$ cat config.mk
export PLATFORM = sky130hd
export DESIGN_NAME = hw_thread_lifecycle
export DESIGN_NICKNAME = d
export VERILOG_FILES = /design/src/rtl/lc_pkg.sv /design/src/rtl/lc_cmd_decode.sv /design/src/rtl/lc_fsm.sv /design/src/rtl/lc_user_ctrl.sv /design/src/rtl/hw_thread_lifecycle.sv
export SDC_FILE = /design/constraint.sdc
export NUM_CORES = 1
export LEC_CHECK = 0
export CORE_AREA = 2 2 39 41
export DETAILED_ROUTE_END_ITERATION = 8
export DIE_AREA = 0 0 41 43
export GPL_ROUTABILITY_DRIVEN = 0
export PLACE_DENSITY = 0.7
export SLEW_MARGIN = 10
export SYNTH_ARGS = -nofsm -noshare
export SYNTH_HDL_FRONTEND = slang
export SYNTH_SLANG_ARGS = --single-unit
export TNS_END_PERCENT = 30
$ cat constraint.sdc
create_clock -name clk -period 3.3 [get_ports clk]
set_clock_uncertainty 0.15 [all_clocks]
set_input_delay 0.495 -clock clk [delete_from_list [all_inputs] [get_ports clk]]
set_output_delay 0.495 -clock clk [all_outputs]
set_load 0.05 [all_outputs]
$ cat src/rtl/lc_pkg.sv
package lc_pkg;
  localparam int NUM_CMD = 5;

  typedef enum logic [2:0] {
    ST_IDLE     = 3'd0,
    ST_RUN_PRE  = 3'd1,
    ST_RUN_NOPR = 3'd2,
    ST_SUSP     = 3'd3,
    ST_STOP     = 3'd4
  } lc_state_e;

  typedef enum int {
    C_START  = 0,
    C_SUSP   = 1,
    C_RESUME = 2,
    C_STOP   = 3,
    C_RELOC  = 4
  } lc_cmd_e;

  typedef enum logic [1:0] {
    A_ACCEPT = 2'd0,
    A_REJECT = 2'd1,
    A_DEFER  = 2'd2
  } lc_ack_e;
endpackage

$ cat src/rtl/lc_cmd_decode.sv
module lc_cmd_decode #(
  parameter int CMD_W = 3,
  parameter int NCMD  = lc_pkg::NUM_CMD
) (
  input  logic             cmd_valid,
  input  logic [CMD_W-1:0] cmd_code,
  output logic [NCMD-1:0]  cmd_hit
);
  for (genvar i = 0; i < NCMD; i++) begin : g_hit
    assign cmd_hit[i] = cmd_valid && (cmd_code == CMD_W'(i));
  end
endmodule

$ cat src/rtl/lc_fsm.sv
module lc_fsm
  import lc_pkg::*;
#(
  parameter int NCMD = lc_pkg::NUM_CMD
) (
  input  logic            clk,
  input  logic            rst,
  input  logic            cmd_valid,
  input  logic [NCMD-1:0] cmd_hit,
  input  logic            xfer_open,
  input  logic            xfer_close,
  input  logic            blk_call,
  output lc_state_e       state_q,
  output lc_state_e       state_d,
  output logic            pend_q,
  output logic            ackv_q,
  output lc_ack_e         ack_q
);
  logic    pend_d;
  lc_ack_e ack_d;
  logic    release_ev;

  assign release_ev = xfer_close | blk_call;

  always_comb begin
    state_d = state_q;
    pend_d  = pend_q;
    ack_d   = A_REJECT;
    // commands first
    if (cmd_hit[C_STOP]) begin
      state_d = ST_STOP;
      pend_d  = 1'b0;
      ack_d   = A_ACCEPT;
    end else if (cmd_hit[C_START]) begin
      if (state_q == ST_IDLE) begin
        state_d = ST_RUN_PRE;
        ack_d   = A_ACCEPT;
      end
    end else if (cmd_hit[C_SUSP]) begin
      if (state_q == ST_RUN_PRE) begin
        state_d = ST_SUSP;
        ack_d   = A_ACCEPT;
      end else if (state_q == ST_RUN_NOPR) begin
        pend_d = 1'b1;
        ack_d  = A_DEFER;
      end
    end else if (cmd_hit[C_RESUME]) begin
      if (state_q == ST_SUSP) begin
        state_d = ST_RUN_PRE;
        ack_d   = A_ACCEPT;
      end
    end else if (cmd_hit[C_RELOC]) begin
      if (state_q == ST_RUN_PRE || state_q == ST_SUSP) begin
        state_d = ST_SUSP;
        ack_d   = A_ACCEPT;
      end
    end
    // thread events only when the command left the state alone
    if (state_d == state_q) begin
      if (state_q == ST_RUN_PRE && xfer_open) begin
        state_d = ST_RUN_NOPR;
      end else if (state_q == ST_RUN_NOPR && release_ev) begin
        state_d = pend_d ? ST_SUSP : ST_RUN_PRE;
        pend_d  = 1'b0;
      end
    end
  end

  always_ff @(posedge clk) begin
    if (rst) begin
      state_q <= ST_IDLE;
      pend_q  <= 1'b0;
      ackv_q  <= 1'b0;
      ack_q   <= A_ACCEPT;
    end else begin
      state_q <= state_d;
      pend_q  <= pend_d;
      ackv_q  <= cmd_valid;
      ack_q   <= cmd_valid ? ack_d : A_ACCEPT;
    end
  end
endmodule

$ cat src/rtl/lc_user_ctrl.sv
module lc_user_ctrl
  import lc_pkg::*;
(
  input  logic      clk,
  input  logic      rst,
  input  lc_state_e state_d,
  input  logic      stop_now,
  output logic      usr_enable,
  output logic      usr_hold
);
  logic en_q;

  always_ff @(posedge clk) begin
    if (rst) begin
      en_q     <= 1'b0;
      usr_hold <= 1'b0;
    end else begin
      en_q     <= (state_d == ST_RUN_PRE) || (state_d == ST_RUN_NOPR);
      usr_hold <= (state_d == ST_SUSP);
    end
  end

  // a stop drops the enable in the cycle it is presented
  assign usr_enable = en_q & ~stop_now;
endmodule

$ cat src/rtl/hw_thread_lifecycle.sv
module hw_thread_lifecycle
  import lc_pkg::*;
#(
  parameter int CMD_W = 3,
  parameter int ST_W  = 3,
  parameter int ACK_W = 2
) (
  input  logic             clk,
  input  logic             rst,
  input  logic             cmd_valid,
  input  logic [CMD_W-1:0] cmd_code,
  input  logic             xfer_open,
  input  logic             xfer_close,
  input  logic             blk_call,
  output logic [ST_W-1:0]  state_o,
  output logic             preemptible,
  output logic             susp_pending,
  output logic             usr_enable,
  output logic             usr_hold,
  output logic             ack_valid,
  output logic [ACK_W-1:0] ack_status
);
  localparam int NCMD = NUM_CMD;

  logic [NCMD-1:0] cmd_hit;
  lc_state_e       st_q, st_d;
  lc_ack_e         ack_q;

  lc_cmd_decode #(.CMD_W(CMD_W), .NCMD(NCMD)) u_dec (
    .cmd_valid (cmd_valid),
    .cmd_code  (cmd_code),
    .cmd_hit   (cmd_hit)
  );

  lc_fsm #(.NCMD(NCMD)) u_fsm (
    .clk        (clk),
    .rst        (rst),
    .cmd_valid  (cmd_valid),
    .cmd_hit    (cmd_hit),
    .xfer_open  (xfer_open),
    .xfer_close (xfer_close),
    .blk_call   (blk_call),
    .state_q    (st_q),
    .state_d    (st_d),
    .pend_q     (susp_pending),
    .ackv_q     (ack_valid),
    .ack_q      (ack_q)
  );

  lc_user_ctrl u_usr (
    .clk        (clk),
    .rst        (rst),
    .state_d    (st_d),
    .stop_now   (cmd_hit[C_STOP]),
    .usr_enable (usr_enable),
    .usr_hold   (usr_hold)
  );

  assign state_o     = ST_W'(st_q);
  assign preemptible = (st_q == ST_RUN_PRE);
  assign ack_status  = ACK_W'(ack_q);
endmodule

==> impl_metrics.json <==
{
  "worst_setup_hold_path_clk_slew_ns": 0.06,
  "grt_usage": 0.184,
  "syn-cell-area_um2": 526,
  "io_pins": 19,
  "worst_skew_pair.late_latency_ns": 0.27,
  "slew-limit-headroom": 0.662,
  "synth.net_count": 71,
  "critical_path_peak_fanout": 7,
  "rsz0062_at_grt": "no",
  "worst_hold_startpoint": "u_fsm.pend_q",
  "crit_slowest_cell": "sky130_fd_sc_hd__clkdlybuf4s50_1",
  "fp.dieH_um": 43,
  "ys.warnings.count": 0,
  "asyncSetResetFlopFracSynth": 0,
  "tritoncts_num_sinks": 9,
  "area_growth_syn_to_layout_pct": 43.1,
  "critical_path.most_common_cell": "sky130_fd_sc_hd__clkdlybuf4s50_1",
  "die_w_um": 41,
  "status": "complete, no violations",
  "fp.coreArea_um2": 1380,
  "dieArea_um2": 1760,
  "setup-violations-final": 0,
  "route.antenna.remaining_nets": 0,
  "crit-reg2reg-launch": "u_fsm.state_q[1]",
  "finalWirelength_mm": 1.28,
  "register_area_um2": 180,
  "post_cts_hold_buffer_count": 0,
  "global_route_wire_length_before_repair_mm": 2.08,
  "critical_path.startpoint": "cmd_code[2]",
  "synth.yosys.seq_area_share": 0.343,
  "std_cell_rows": 14,
  "place.detailed.instances": 97,
  "post-route-period-util": 0.879,
  "antenna_found_initial": 0,
  "cap_violations": 0,
  "dominantRegCellSynth": "sky130_fd_sc_hd__dfxtp_1",
  "multi_input_area_um2": 312,
  "p_leak_nw": 0.284,
  "starting_density": 0.380,
  "worst_slew_pin_slew_ns": 0.505,
  "synth.ff_latch_count": 9,
  "final_layout_size_suffix_gt1_frac": 0.106,
  "clock_path_buffers": 2,
  "syn_inst": 62,
  "synth_area_per_cell_um2": 8.48,
  "numCtsBuffers": 3,
  "fin_nets": 95,
  "route.detailed.vias_per_inst": 5.52,
  "cts.root.buffer_cell": "sky130_fd_sc_hd__clkbuf_4",
  "vdd.ir_drop.worst_v": 0.000209,
  "largest_net_degree_at_the_start_of_global_routing": 10,
  "finalWorstSetupSlack_ns": 0.400,
  "critical_path_class": "input port to output port",
  "num-fill-cells": 142,
  "power_density_nw_per_um2": 472,
  "hpwlAfterDp_um": 977,
  "first_global_vias": 479,
  "detail_route.wl_per_cell_um": 12.7,
  "critPathRequiredTime_ns": 2.65,
  "tritoncts": "yes",
  "cts.repair_timing.setup_buffer_count": 0,
  "finalHoldViolCount": 0,
  "hold-worst-slack_ns": 0.458,
  "achievable-frequency_ghz": 0.345,
  "cp-start-kind": "input port",
  "number_of_flops_mapped_to_enable_cells_by_yosys": 0,
  "ctsHtreeMaxLevel": 1,
  "design_power_total_mw": 0.355,
  "cp_slowest_stage_delay_ns": 0.69,
  "final-instance-count-excl-fill": 101,
  "netlist-cell-type-count": 29,
  "layout_min_cycle_time_ns": 2.90,
  "drv_slew": 0,
  "drc": 0,
  "timing.critical_path.to_type": "output port",
  "worstPathCellList": "clkdlybuf4s50_1 -> nand4b_1 -> and2_1 -> clkdlybuf4s50_1",
  "cp_data_arrival_time_ns": 2.25,
  "cts.repair.resized": 0,
  "place_ws_ns": 0.391,
  "num_antenna_cells": 0,
  "holdCritPathClass": "flop to flop",
  "dr.first_iter.drc_count": 9,
  "dr_total_vias": 558,
  "global_route.overflow_total": 0,
  "portBuffers": 18,
  "drt_pre_antenna_iters": 2,
  "setup-tns-final_ns": 0
}
==> worst max-delay path, delay by kind of cell <==
kind,cells,cell delay (ns)
buffers and inverters,2,1.18
and+or+nand+nor,2,0.58
==> cell families after synthesis <==
group,Yosys count,synth area share
compound gates,16,0.238
xor+xnor,1,0.0167
buf+inv,5,0.0643
flops,9,0.343
mux,1,0.0190
simple gates,30,0.319
==> per-layer routing <==
metal  share of wire  global-route usage  routed length (um)  vias up
met3           0.035              0.0785                  45        5
li1                -                   -                   -      275
met4           0.029               0.120                  37        0
met5               0                   0                   0        -
met2            0.47               0.244                 606        9
met1            0.46               0.234                 591      269
==> Yosys cell counts, types with 2 or more instances <==
cell type                  number  area share
sky130_fd_sc_hd__nor2_1         6       0.043
sky130_fd_sc_hd__nand2b_1       5       0.060
sky130_fd_sc_hd__nor3_1         2       0.019
sky130_fd_sc_hd__nor4_1         2       0.024
sky130_fd_sc_hd__and2_1         3       0.036
sky130_fd_sc_hd__nor3b_1        2       0.029
sky130_fd_sc_hd__dfxtp_1        9        0.34
sky130_fd_sc_hd__inv_1          3       0.021
sky130_fd_sc_hd__a31oi_1        2       0.024
sky130_fd_sc_hd__a21oi_1        3       0.029
sky130_fd_sc_hd__o21ai_0        2       0.019
sky130_fd_sc_hd__nand2_1        6       0.043
==> state kept, by name, summed over array words and instances, names as in the netlist <==
signal	cells
u_fsm.state_q	3
u_fsm.ack_q	2
u_fsm.ackv_q	1
u_fsm.pend_q	1
u_usr.en_q	1
u_usr.usr_hold	1
==> stage by stage <==
stage | utilization | instance area [um2]
after floorplan | - | 526
after global placement | 0.524 | 726
after detailed placement | 0.524 | 726
after CTS | 0.543 | 752
after global routing | 0.543 | 752
final | 0.543 | 752
==> path summary, 6_finish.rpt <==
check / endpoint / slack (ns) / depth (start not counted)
min: u_usr.en_q / 0.46 / 2
max reg2reg: u_usr.usr_hold / 1.51 / 5
min reg2reg: u_usr.en_q / 0.46 / 2
max: usr_enable / 0.40 / 4
==> report_power, final <==
| part | switching, mW | leakage [nW] | internal [mW] |
|---|---|---|---|
| combinational | 0.0829 | 0.196 | 0.0565 |
| clock | 0.0394 | 0.0150 | 0.0467 |
| sequential | 0.0111 | 0.0734 | 0.118 |
==> layout by cell type (no fill, tap or decap), drive strengths merged <==
master          n
and2            3
nor3            2
o221ai          1
a2111oi         1
clkbuf          4
dfxtp           9
o31ai           1
nor3b           2
buf             3
nand3           1
xor2            1
mux2i           1
a21oi           3
o211ai          1
clkdlybuf4s50  18
nand2           6
a32oi           1
nand2b          5
nor4            2
o21ai           3
and3b           1
a22oi           2
a221oi          1
nand4b          1
nor2            6
inv             3
a31oi           2
and4bb          1
==> cell type report <==
cell class	instances	area share
Timing Repair Buffer	21	0.270
Inverter	3	0.0150
Multi-Input combinational cell	48	0.414
Tap cell	16	0.0266
Sequential cell	9	0.240
Clock buffer	4	0.0349
(Power assumes the default switching activity.)
